<file path="src/rtl/mbx_pkg.sv">
package mbx_pkg;
  localparam int ADDR_W = 4;
  localparam logic [ADDR_W-1:0] OFF_DATA = 4'hE;
  localparam logic [ADDR_W-1:0] OFF_STAT = 4'hF;
  localparam int ST_IDLE = 2;
  localparam int ST_INB  = 1;
  localparam int ST_OUTB = 0;
endpackage

</file>
<file path="src/rtl/mbx_rst_sync.sv">
module mbx_rst_sync #(
  parameter int STAGES = 2
) (
  input  logic clk,
  input  logic rst_n,
  output logic rst_n_sync
);
  logic [STAGES-1:0] chain_q;
  logic [STAGES-1:0] chain_d;

  generate
    if (STAGES == 1) begin : g_one
      assign chain_d = 1'b1;
    end else begin : g_many
      assign chain_d = {chain_q[STAGES-2:0], 1'b1};
    end
  endgenerate

  always_ff @(posedge clk or negedge rst_n) begin
    if (!rst_n) chain_q <= '0;
    else        chain_q <= chain_d;
  end

  assign rst_n_sync = chain_q[STAGES-1];
endmodule

</file>
<file path="src/rtl/mbx_rst_timer.sv">
module mbx_rst_timer #(
  parameter int CYCLES = 2001
) (
  input  logic clk,
  input  logic rst_n,
  output logic done
);
  localparam int CNT_W = $clog2(CYCLES + 1);
  localparam logic [CNT_W-1:0] LAST = CNT_W'(CYCLES - 1);

  logic [CNT_W-1:0] cnt_q, cnt_d;
  logic             done_q, done_d;

  always_comb begin
    cnt_d  = cnt_q;
    done_d = done_q;
    if (!done_q) begin
      cnt_d = cnt_q + 1'b1;
      if (cnt_q == LAST) done_d = 1'b1;
    end
  end

  always_ff @(posedge clk or negedge rst_n) begin
    if (!rst_n) begin
      cnt_q  <= '0;
      done_q <= 1'b0;
    end else begin
      cnt_q  <= cnt_d;
      done_q <= done_d;
    end
  end

  assign done = done_q;
endmodule

</file>
<file path="src/rtl/mbx_slot.sv">
module mbx_slot #(
  parameter int W = 8
) (
  input  logic         clk,
  input  logic         rst_n,
  input  logic         load,
  input  logic [W-1:0] din,
  input  logic         take,
  output logic         full,
  output logic [W-1:0] dout
);
  logic         full_q, full_d;
  logic [W-1:0] data_q, data_d;

  always_comb begin
    full_d = full_q;
    data_d = data_q;
    if (take) full_d = 1'b0;
    if (load) begin
      full_d = 1'b1;
      data_d = din;
    end
  end

  always_ff @(posedge clk or negedge rst_n) begin
    if (!rst_n) begin
      full_q <= 1'b0;
      data_q <= '0;
    end else begin
      full_q <= full_d;
      if (load) data_q <= data_d;
    end
  end

  assign full = full_q;
  assign dout = data_q;
endmodule

</file>
<file path="src/rtl/mbx_top.sv">
module mbx_top
  import mbx_pkg::*;
#(
  parameter int DATA_W      = 8,
  parameter int RST_CYCLES  = 2001,
  parameter int SYNC_STAGES = 2
) (
  input  logic              clk,
  input  logic              rst_n,
  input  logic [ADDR_W-1:0] host_addr,
  input  logic              host_wr,
  input  logic              host_rd,
  input  logic [DATA_W-1:0] host_wdata,
  output logic [DATA_W-1:0] host_rdata,
  output logic              host_overrun,
  input  logic              sub_reading,
  input  logic              sub_rd,
  output logic [DATA_W-1:0] sub_rdata,
  input  logic              sub_wr,
  input  logic [DATA_W-1:0] sub_wdata,
  output logic              sub_rst_n,
  output logic              opt_fitted_n
);
  logic              rst_int_n;
  logic              en;
  logic              hit_data, hit_stat, idle;
  logic              in_load, in_take, out_load, out_take;
  logic              ibf_q, obf_q;
  logic [DATA_W-1:0] in_byte, out_byte, status;
  logic              ovr_q, ovr_d, ovr_set;

  mbx_rst_sync #(.STAGES(SYNC_STAGES)) u_sync (
    .clk(clk), .rst_n(rst_n), .rst_n_sync(rst_int_n)
  );

  mbx_rst_timer #(.CYCLES(RST_CYCLES)) u_timer (
    .clk(clk), .rst_n(rst_int_n), .done(en)
  );

  assign hit_data = (host_addr == OFF_DATA);
  assign hit_stat = (host_addr == OFF_STAT);
  assign idle     = ~sub_reading;

  assign in_load  = en & host_wr & hit_data & idle & ~ibf_q;
  assign ovr_set  = en & host_wr & hit_data & ~(idle & ~ibf_q);
  assign in_take  = en & sub_rd & ibf_q;
  assign out_load = en & sub_wr;
  assign out_take = en & host_rd & hit_data & obf_q;

  mbx_slot #(.W(DATA_W)) u_inbound (
    .clk(clk), .rst_n(rst_int_n), .load(in_load), .din(host_wdata),
    .take(in_take), .full(ibf_q), .dout(in_byte)
  );

  mbx_slot #(.W(DATA_W)) u_outbound (
    .clk(clk), .rst_n(rst_int_n), .load(out_load), .din(sub_wdata),
    .take(out_take), .full(obf_q), .dout(out_byte)
  );

  always_comb begin
    ovr_d = ovr_q;
    if (ovr_set) ovr_d = 1'b1;
  end

  always_ff @(posedge clk or negedge rst_int_n) begin
    if (!rst_int_n) ovr_q <= 1'b0;
    else            ovr_q <= ovr_d;
  end

  always_comb begin
    status          = '0;
    status[ST_IDLE] = idle;
    status[ST_INB]  = ibf_q;
    status[ST_OUTB] = obf_q;
  end

  always_comb begin
    host_rdata = '0;
    if (en) begin
      if (hit_data)      host_rdata = out_byte;
      else if (hit_stat) host_rdata = status;
    end
  end

  assign host_overrun = ovr_q;
  assign sub_rdata    = in_byte;
  assign sub_rst_n    = en;
  assign opt_fitted_n = 1'b0;
endmodule

</file>
<file path="config.mk">
export PLATFORM = sky130hd
export DESIGN_NAME = mbx_top
export DESIGN_NICKNAME = d
export VERILOG_FILES = /design/src/rtl/mbx_pkg.sv /design/src/rtl/mbx_rst_sync.sv /design/src/rtl/mbx_rst_timer.sv /design/src/rtl/mbx_slot.sv /design/src/rtl/mbx_top.sv
export SDC_FILE = /design/constraint.sdc
export NUM_CORES = 1
export LEC_CHECK = 0
export BUFFER_PORTS_ARGS = -buffer_cell sky130_fd_sc_hd__clkbuf_2
export CORE_ASPECT_RATIO = 0.6
export CORE_MARGIN = 3
export CORE_UTILIZATION = 35
export CTS_CLUSTER_DIAMETER = 200
export DETAILED_ROUTE_END_ITERATION = 10
export GPL_TIMING_DRIVEN = 0
export SETUP_SLACK_MARGIN = 0.1
export SYNTH_ARGS = -nofsm -noshare
export SYNTH_HDL_FRONTEND = slang
export SYNTH_SLANG_ARGS = --single-unit
</file>
<file path="constraint.sdc">
create_clock -name clk -period 1.28 [get_ports clk]
set_input_delay 0.128 -clock clk [delete_from_list [all_inputs] [get_ports clk]]
set_output_delay 0.128 -clock clk [all_outputs]
set_load 0.05 [all_outputs]
</file>
# After elaboration in Yosys (flattened, before gate mapping)

Cells that the tools add are included.

Bits in registers: 33
Input bits: 27
Logic and storage cells: 38

Add/sub/neg operators: 1
Eq/ne operators: 3
Mux-type cells: 9
Bitwise logic cells: 15
Reductions and logical operators: 2

Operators by type and width:

| operator                                                         | count |
|---|---|
| 8-bit two-way mux                                                | 2 |
| 1-bit bitwise AND                                                | 12 |
| 11-bit by 1-bit adder with 11-bit output (second input constant) | 1 |
| 11-bit equality test (second input constant)                     | 1 |
| 4-bit equality test (second input constant)                      | 2 |
| 1-bit two-way mux                                                | 6 |
| 2-bit nonzero test                                               | 2 |
| 3-bit two-way mux                                                | 1 |
| 1-bit NOT                                                        | 3 |

# Logic depth before layout (Yosys ltp)

Gate-level depths: netlist (run 1).

Word-level depth: 5
Gate-level depth with buffers: 5

# Cells and area by module

A second synthesis (run 1) with hierarchy kept.

Cells, all modules: 118
Area total of the unflattened synthesis: 1619.1 µm²

Modules (own cells, without submodules):

| module        | instances | cells each | area an instance (µm²) | seq. area each (µm²) |
|---|---|---|---|---|
| mbx_slot      | 2         | 20         | 369.1                  | 225.2 |
| mbx_rst_timer | 1         | 48         | 570.5                  | 300.3 |
| mbx_top       | 1         | 27         | 256.5                  | 25.0 |
| mbx_rst_sync  | 1         | 3          | 53.8                   | 50.0 |

# Worst setup path after synthesis (run 1)

OpenSTA, ideal clock, no wires.

Kind: register to register
From: reg u_timer.done_q (netlist: u_timer.done)
To: reg u_inbound.data_q[0] (netlist: u_inbound.dout[0])
Library setup time: 0.125 ns
Arrival: 1.870 ns
Data required time: 1.155 ns
Setup slack: -0.715 ns
Cell stages (with the launch flop): 6
Clock period less this slack: 1.995 ns
Cell sequence: dfrtp_1 buf_6 nand4_4 or4_4 buf_6 mux2_4

Longest elaborated chain between the ends: 4

Ends and longest elaborated chain:

| what                            | line                | source |
|---|---|---|
| from (decl)                     | mbx_rst_timer.sv:12 | `logic done_q, done_d;` |
| from (signal assigned)          | mbx_rst_timer.sv:29 | `done_q <= done_d;` |
| 1-bit bitwise AND (4 in series) | mbx_top.sv:44       | `assign in_load = en & host_wr & hit_data & idle & ~ibf_q;` |
| to (signal assigned)            | mbx_slot.sv:31      | `if (load) data_q <= data_d;` |
| to (decl)                       | mbx_slot.sv:13      | `logic [W-1:0] data_q, data_d;` |

Every way passes these cells.
A chain may end at the register's enable or synchronous reset.

# Final worst setup path (run 1)

Ends and elaborated chain as after synthesis.

==> results of run 1 <==
## cell usage in the layout, fill, tap and decap left out, drive strengths merged, types with 5 or more instances in the layout
cell type  count
and2           5
buf           25
clkbuf        46
dfrtp         33
inv            6
mux2          17
nand2          8
nand3          5
nor2           5
xnor2          6
## report_power, final
part           internal, mW  switching [mW]  total [mW]  leakage, nW
logic                0.0380          0.0337      0.0717        0.799
clock network         0.375           0.376       0.751       0.0439
registers              1.05          0.0189        1.06        0.444
## registers in the layout (all words and copies together), names as in the netlist
register,flops
host_overrun,1
u_inbound.dout,8
u_inbound.full,1
u_outbound.dout,8
u_outbound.full,1
u_sync.chain_q,2
u_timer.cnt_q,11
u_timer.done,1
## logic make-up (layout without fill, tap and decap cells)
group | after synthesis | after routing
XOR/XNOR | 10 | 10
AO/OA/AOI/OAI | 4 | 4
AND/OR/NAND/NOR | 35 | 35
multiplexers | 20 | 20
other | 2 | 2
buffers and inverters | 10 | 81
flip-flops | 33 | 33
adder cells (fa/ha/maj) | 2 | 2
## routing by layer
layer  share of wire (%)  wire length [um]  GRT usage, %
met5                   0                 0             0
met4                0.22                 8          3.92
met3                 6.3               228          5.49
met2                  48              1750          21.4
met1                  45              1630          18.9
## layout make-up
cell class                      instances  share of cell area, %
Timing Repair Buffer                   63                   24.0
Clock buffer                            5                   2.84
Tap cell                               57                   2.94
Clock inverter                          3                  0.722
Sequential cell                        33                   34.2
Buffer                                  4                   1.55
Multi-Input combinational cell         73                   32.7
Inverter                                6                   1.03
## repair_timing
item / 4_1_cts / 5_1_grt
buffers inserted: 10 / 9
setup endpoints to repair: 64 / 36
endpoints found under the hold margin: 2 / 0
cloned: 1 / 0
pin swaps: 8 / 6
resized for setup: 47 / 33
hold buffers: 1 / 0
## worst min path at each step
| stage | endpoint | slack, ns | cells past startpoint | from |
|---|---|---|---|---|
| after global placement | u_sync.chain_q[0] | -0.09 | 1 | rst_n |
| after CTS | u_inbound.dout[5] | 0.06 | 2 | host_wdata[5] |
| after detailed placement | u_sync.chain_q[1] | -0.08 | 1 | rst_n |
| after floorplan | u_sync.chain_q[0] | -0.17 | 0 | rst_n |
| final | u_inbound.dout[5] | 0.07 | 2 | host_wdata[5] |
| after global routing | u_inbound.dout[5] | 0.06 | 2 | host_wdata[5] |
==> out/qor.txt, run 1 <==
Post-Synth Adder-Cell Area: 1.69%
pre-CTS setup slack: -0.465 ns
Area growth syn-to-layout: 63.7%
CTS tree: done
maximum frequency from static timing analysis: 606 MHz
total power draw: 1.89 mW
cell type with the highest aggregate area in the netlist: sky130_fd_sc_hd__dfrtp_1
area of the multi-input gates: 793 um^2
register area share after synthesis: 55.7%
depth of the worst register-to-register path: 5
relative slew slack: 54.5%
Synth Register Bits: 33
Syn Inst Count: 116
capturing instance or port of the critical path: u_inbound.dout[0]
Synth async-reset ratio: 100%
transition time at the pin with the least slew margin: 0.682 ns
Slew Limit Fails: 0
post-place instance area: 1810 um^2
buffer type at the clock tree root: sky130_fd_sc_hd__clkbuf_8
height of the chip: 56.4 um
cells along the critical path: buf_6 -> nand4_4 -> or4_4 -> buf_8 -> mux2_4
core outline area: 3870 um^2
# fillers: 298
remaining antenna violation count after routing: 0
XOR/XNOR Fraction of Synth Area: 5.91%
worst hold margin: 0.0737 ns
global route overflow: 0
Starting Density: 38.3%
fraction of the core area covered by cells at the end of the flow: 62.6%
setup slack of the worst register-to-register path: -0.37 ns
register area: 828 um^2
number of antenna repair diodes: 0
Worst Skew: 0.00713 ns
Peak supply drop: 0.596 mV
Synth Area in Simple Gates: 13.5%
last weighted congestion value of the routability-driven placer: 0.698
Worst Setup Slack, final: -0.369 ns
dpl cells: 216
vias per inst: 4.52
drc violations: 0
Netlist cell types: 28
final critical-path required period: 1.65 ns
share of the clock period used by the worst path after layout: 129%
top_reg_cell synth: sky130_fd_sc_hd__dfrtp_1
worst path arrival time: 1.82 ns
buffers and inverters on the worst path: 2
cell at the slowest stage of the critical path: sky130_fd_sc_hd__or4_4
CTS Buf Count: 5
crit path launch: u_timer.done
mean routed wirelength per cell: 14.8 um
clock slew at the register clock pins of the worst setup and hold paths: 0.07 ns
RSZ-0062 raised after global routing: yes
Slowest Stage Delay on Critical Path: 0.49 ns
critical path capture point type: flip-flop
number of endpoints failing setup at the final stage: 35
required time of the worst setup path: 1.45 ns
final std cells w/o fill: 244
largest net degree at the start of global routing: 32
net count reported at finish: 215
endpoint of the most critical register-to-register path: u_inbound.dout[0]
P per Cell Area: 778 nW/um^2
MaxCap Viol Count: 0
ranking of synthesized cells by instance count: 33 x sky130_fd_sc_hd__dfrtp_1, 9 x sky130_fd_sc_hd__mux2_2, 8 x sky130_fd_sc_hd__mux2_4, 8 x sky130_fd_sc_hd__nand2_1
router iterations before antenna repair: 4
HPWL Detailed: 2180 um
top-level I/O count: 46
fraction of the mapped netlist area in compound gates: 1.86%
Final Instance Area: 2420 um^2
wire length after detailed routing: 3610 um
detailed-route via count: 1,103
Avg Synthesized Cell Area: 12.8 um^2
summed instance area of the synthesized netlist: 1480 um^2
number of enable-type register cells in the synthesized netlist: 0
sum of negative setup slack: -8.50 ns
most repeated cell in the gate-level netlist after synthesis: sky130_fd_sc_hd__dfrtp_1
Tot GR Track Use: 14.1%
total leakage power: 1.29 nW
global-route wire length before repair: 5600 um
multiplexer fraction of the synthesized cell area: 17.0%
outcome: complete, but fails checks
via count of the first global-routing pass: 1,129
Port-buffer cells: 43
clock net sink count: 33
clock insertion delay at the later pin of the skew report: 0.28 ns
share of final-layout standard cells stronger than drive strength 1: 63.1%
number of warning messages in the yosys log: 0
full die area: 5070 um^2
stages on the worst setup path: 5
failing checks: setup timing
top-area cell type share of the netlist area: 55.7%
buffers from clock root to sink, at most: 2
number of antenna violations at the first check in global routing: 0
worst setup path category: reg -> reg
Setup crit start kind: flip-flop
cell family contributing the most delay on the critical path: simple AND/OR/NAND/NOR gates
die span in x: 90.0 um
number of failing hold endpoints at the final stage: 0
cells taking the most area after synthesis: sky130_fd_sc_hd__dfrtp_1 56%, sky130_fd_sc_hd__mux2_4 8.1%, sky130_fd_sc_hd__mux2_2 6.8%, sky130_fd_sc_hd__xnor2_1 3.5%, sky130_fd_sc_hd__xor2_1 2.4%
1st-iter DRT viols: 10
top fanout value on the critical path: 5
worst hold path type: in -> reg
standard-cell row count: 17
reg2reg start: u_timer.done
maximum level of the CTS H-tree: 2
main combinational cell family by area after synthesis: multiplexers
net count after synthesis: 145
Note: power is estimated with default switching activity, not from simulation.
==> inputs of run 2 (changes only) <==
- SKIP_CTS_REPAIR_TIMING: not set -> 1
==> run 2 against run 1 <==
Compared with the run above: the flow still finishes with violations (setup timing); via count decreased by 2.2%; largest cell class unchanged; clock power decreased by 0.8%; sequential cell count unchanged; first-iteration DRC count increased to 2.6 times the previous value; worst setup slack improved by 0.010 ns; combinational power decreased by 1%.
==> out/qor.txt, run 2 (synthesis gave the netlist of run 1 again) <==
outcome: complete, but fails checks
failing checks: setup timing
Worst Setup Slack, final: -0.359 ns
number of failing hold endpoints at the final stage: 0
height of the chip: 56.4 um
core outline area: 3870 um^2
critical path capture point type: flip-flop
worst hold path type: in -> reg
most frequent cells in the layout: 35 x sky130_fd_sc_hd__clkbuf_2, 30 x sky130_fd_sc_hd__dfrtp_1, 11 x sky130_fd_sc_hd__buf_4
global-route wire length before repair: 4950 um
buffers from clock root to sink, at most: 2
worst path arrival time: 1.80 ns
MaxCap Viol Count: 0
full die area: 5070 um^2
cells along the critical path: buf_6 -> nand4_4 -> or4_4 -> buf_12 -> mux2_4
HPWL Detailed: 2180 um
Starting Density: 38.3%
Worst Hold Path Cells: 2
number of antenna violations at the first check in global routing: 0
CTS tree: done
dpl cells: 216
leading cell type in the layout, fill and taps excluded: sky130_fd_sc_hd__clkbuf_2
mean routed wirelength per cell: 13.9 um
cell at the slowest stage of the critical path: sky130_fd_sc_hd__or4_4
drc violations: 0
share of the clock period used by the worst path after layout: 128%
global route overflow: 0
number of flip-flops under the largest register name: 11
required time of the worst setup path: 1.44 ns
Port-buffer cells: 43
number of antenna repair diodes: 0
wire length after detailed routing: 3350 um
via count of the first global-routing pass: 1,051
top fanout value on the critical path: 9
pre-CTS setup slack: -0.465 ns
net count reported at finish: 211
relative slew slack: 55.5%
Area growth syn-to-layout: 50.8%
vias per inst: 4.50
final std cells w/o fill: 240
final critical-path required period: 1.64 ns
maximum frequency from static timing analysis: 610 MHz
clock slew at the register clock pins of the worst setup and hold paths: 0.07 ns
maximum level of the CTS H-tree: 2
standard-cell row count: 17
1st-iter DRT viols: 26
register area: 830 um^2
total leakage power: 1.20 nW
RSZ-0062 raised after global routing: yes
largest net degree at the start of global routing: 32
P per Cell Area: 842 nW/um^2
# fillers: 324
Tot GR Track Use: 12.3%
worst setup path category: reg -> reg
router iterations before antenna repair: 4
depth of the worst register-to-register path: 5
last weighted congestion value of the routability-driven placer: 0.698
die span in x: 90.0 um
area of the multi-input gates: 762 um^2
transition time at the pin with the least slew margin: 0.668 ns
clock net sink count: 33
Slowest Stage Delay on Critical Path: 0.45 ns
CTS Buf Count: 5
clock insertion delay at the later pin of the skew report: 0.28 ns
top-level I/O count: 46
detailed-route via count: 1,079
remaining antenna violation count after routing: 0
number of endpoints failing setup at the final stage: 23
Reg with most FFs: u_timer.cnt_q
Worst Skew: 0.00755 ns
buffer type at the clock tree root: sky130_fd_sc_hd__clkbuf_8
Setup crit start kind: flip-flop
Slew Limit Fails: 0
share of final-layout standard cells stronger than drive strength 1: 62.8%
Peak supply drop: 0.598 mV
[run 2: cell types whose count changed in the layout (fill, tap and decap cells not counted), moves of 2 or more]
cell | previous run | this run
sky130_fd_sc_hd__nor2_4 | 5 | 2
sky130_fd_sc_hd__ha_1 | 2 | 0
sky130_fd_sc_hd__mux2_4 | 17 | 9
sky130_fd_sc_hd__clkbuf_16 | 5 | 0
sky130_fd_sc_hd__nand3_2 | 2 | 0
sky130_fd_sc_hd__nor2_2 | 0 | 3
sky130_fd_sc_hd__mux2_2 | 0 | 8
sky130_fd_sc_hd__buf_4 | 5 | 11
sky130_fd_sc_hd__buf_6 | 13 | 8
sky130_fd_sc_hd__nand3_1 | 3 | 5
[run 2: critical path, delay by kind of cell (launching register included)]
family | cells | cell delay (ns)
buf+inv | 2 | 0.28
flops | 1 | 0.37
mux | 1 | 0.29
simple gates | 2 | 0.57
[run 2: area by class of cell]
class,instances,share of cell area [%]
timing repair buffer,58,18.5
inverter,6,1.23
multi-input combinational,74,34.1
sequential,33,37.1
buffer,4,1.90
tap,57,3.19
clock buffer,5,3.08
clock inverter,3,0.784
[run 2: per-layer routing]
| metal | global-route usage [%] | part of all wire, % | up-vias |
|---|---|---|---|
| met1 | 16.6 | 45 | 528 |
| met3 | 5.49 | 6.4 | 2 |
| met5 | 0 | 0 | - |
| met2 | 17.7 | 48 | 29 |
| li1 | - | - | 520 |
| met4 | 3.92 | 0.24 | 0 |
[run 2: path summary, 6_finish.rpt]
check | startpoint | endpoint | slack (ns)
setup / recovery | u_timer.done | u_inbound.dout[3] | -0.36
hold / removal | host_wdata[5] | u_inbound.dout[5] | 0.07
setup reg to reg | u_timer.done | u_inbound.dout[3] | -0.36
hold reg to reg | u_sync.chain_q[1] | u_timer.cnt_q[1] | 0.31
max in group asynchronous | u_sync.chain_q[1] | u_timer.done | 0.51
min in group asynchronous | rst_n | u_sync.chain_q[0] | 0.17
[run 2: through the flow]
stage	power [mW]	instance area (um^2)	hold WS, ns	setup TNS, ns	utilization (%)
2_1_floorplan	1.10	1520	-0.168	-8.52	-
3_3_place_gp	1.15	1810	-0.0866	-8.61	46.7
3_5_place_dp	1.15	1810	-0.0843	-9.70	46.7
4_1_cts	1.91	1890	-0.389	-11.61	48.9
5_1_grt	1.98	2230	0.0585	-7.17	57.7
6_report	1.88	2230	0.0736	-5.65	57.7
[run 2: where the power goes]
part	leakage (nW)	switching, mW	total, mW	internal, mW
sequential	0.442	0.0185	1.06	1.05
clock	0.0439	0.371	0.745	0.375
combinational	0.715	0.0333	0.0709	0.0376
total	1.20	0.422	1.88	1.46
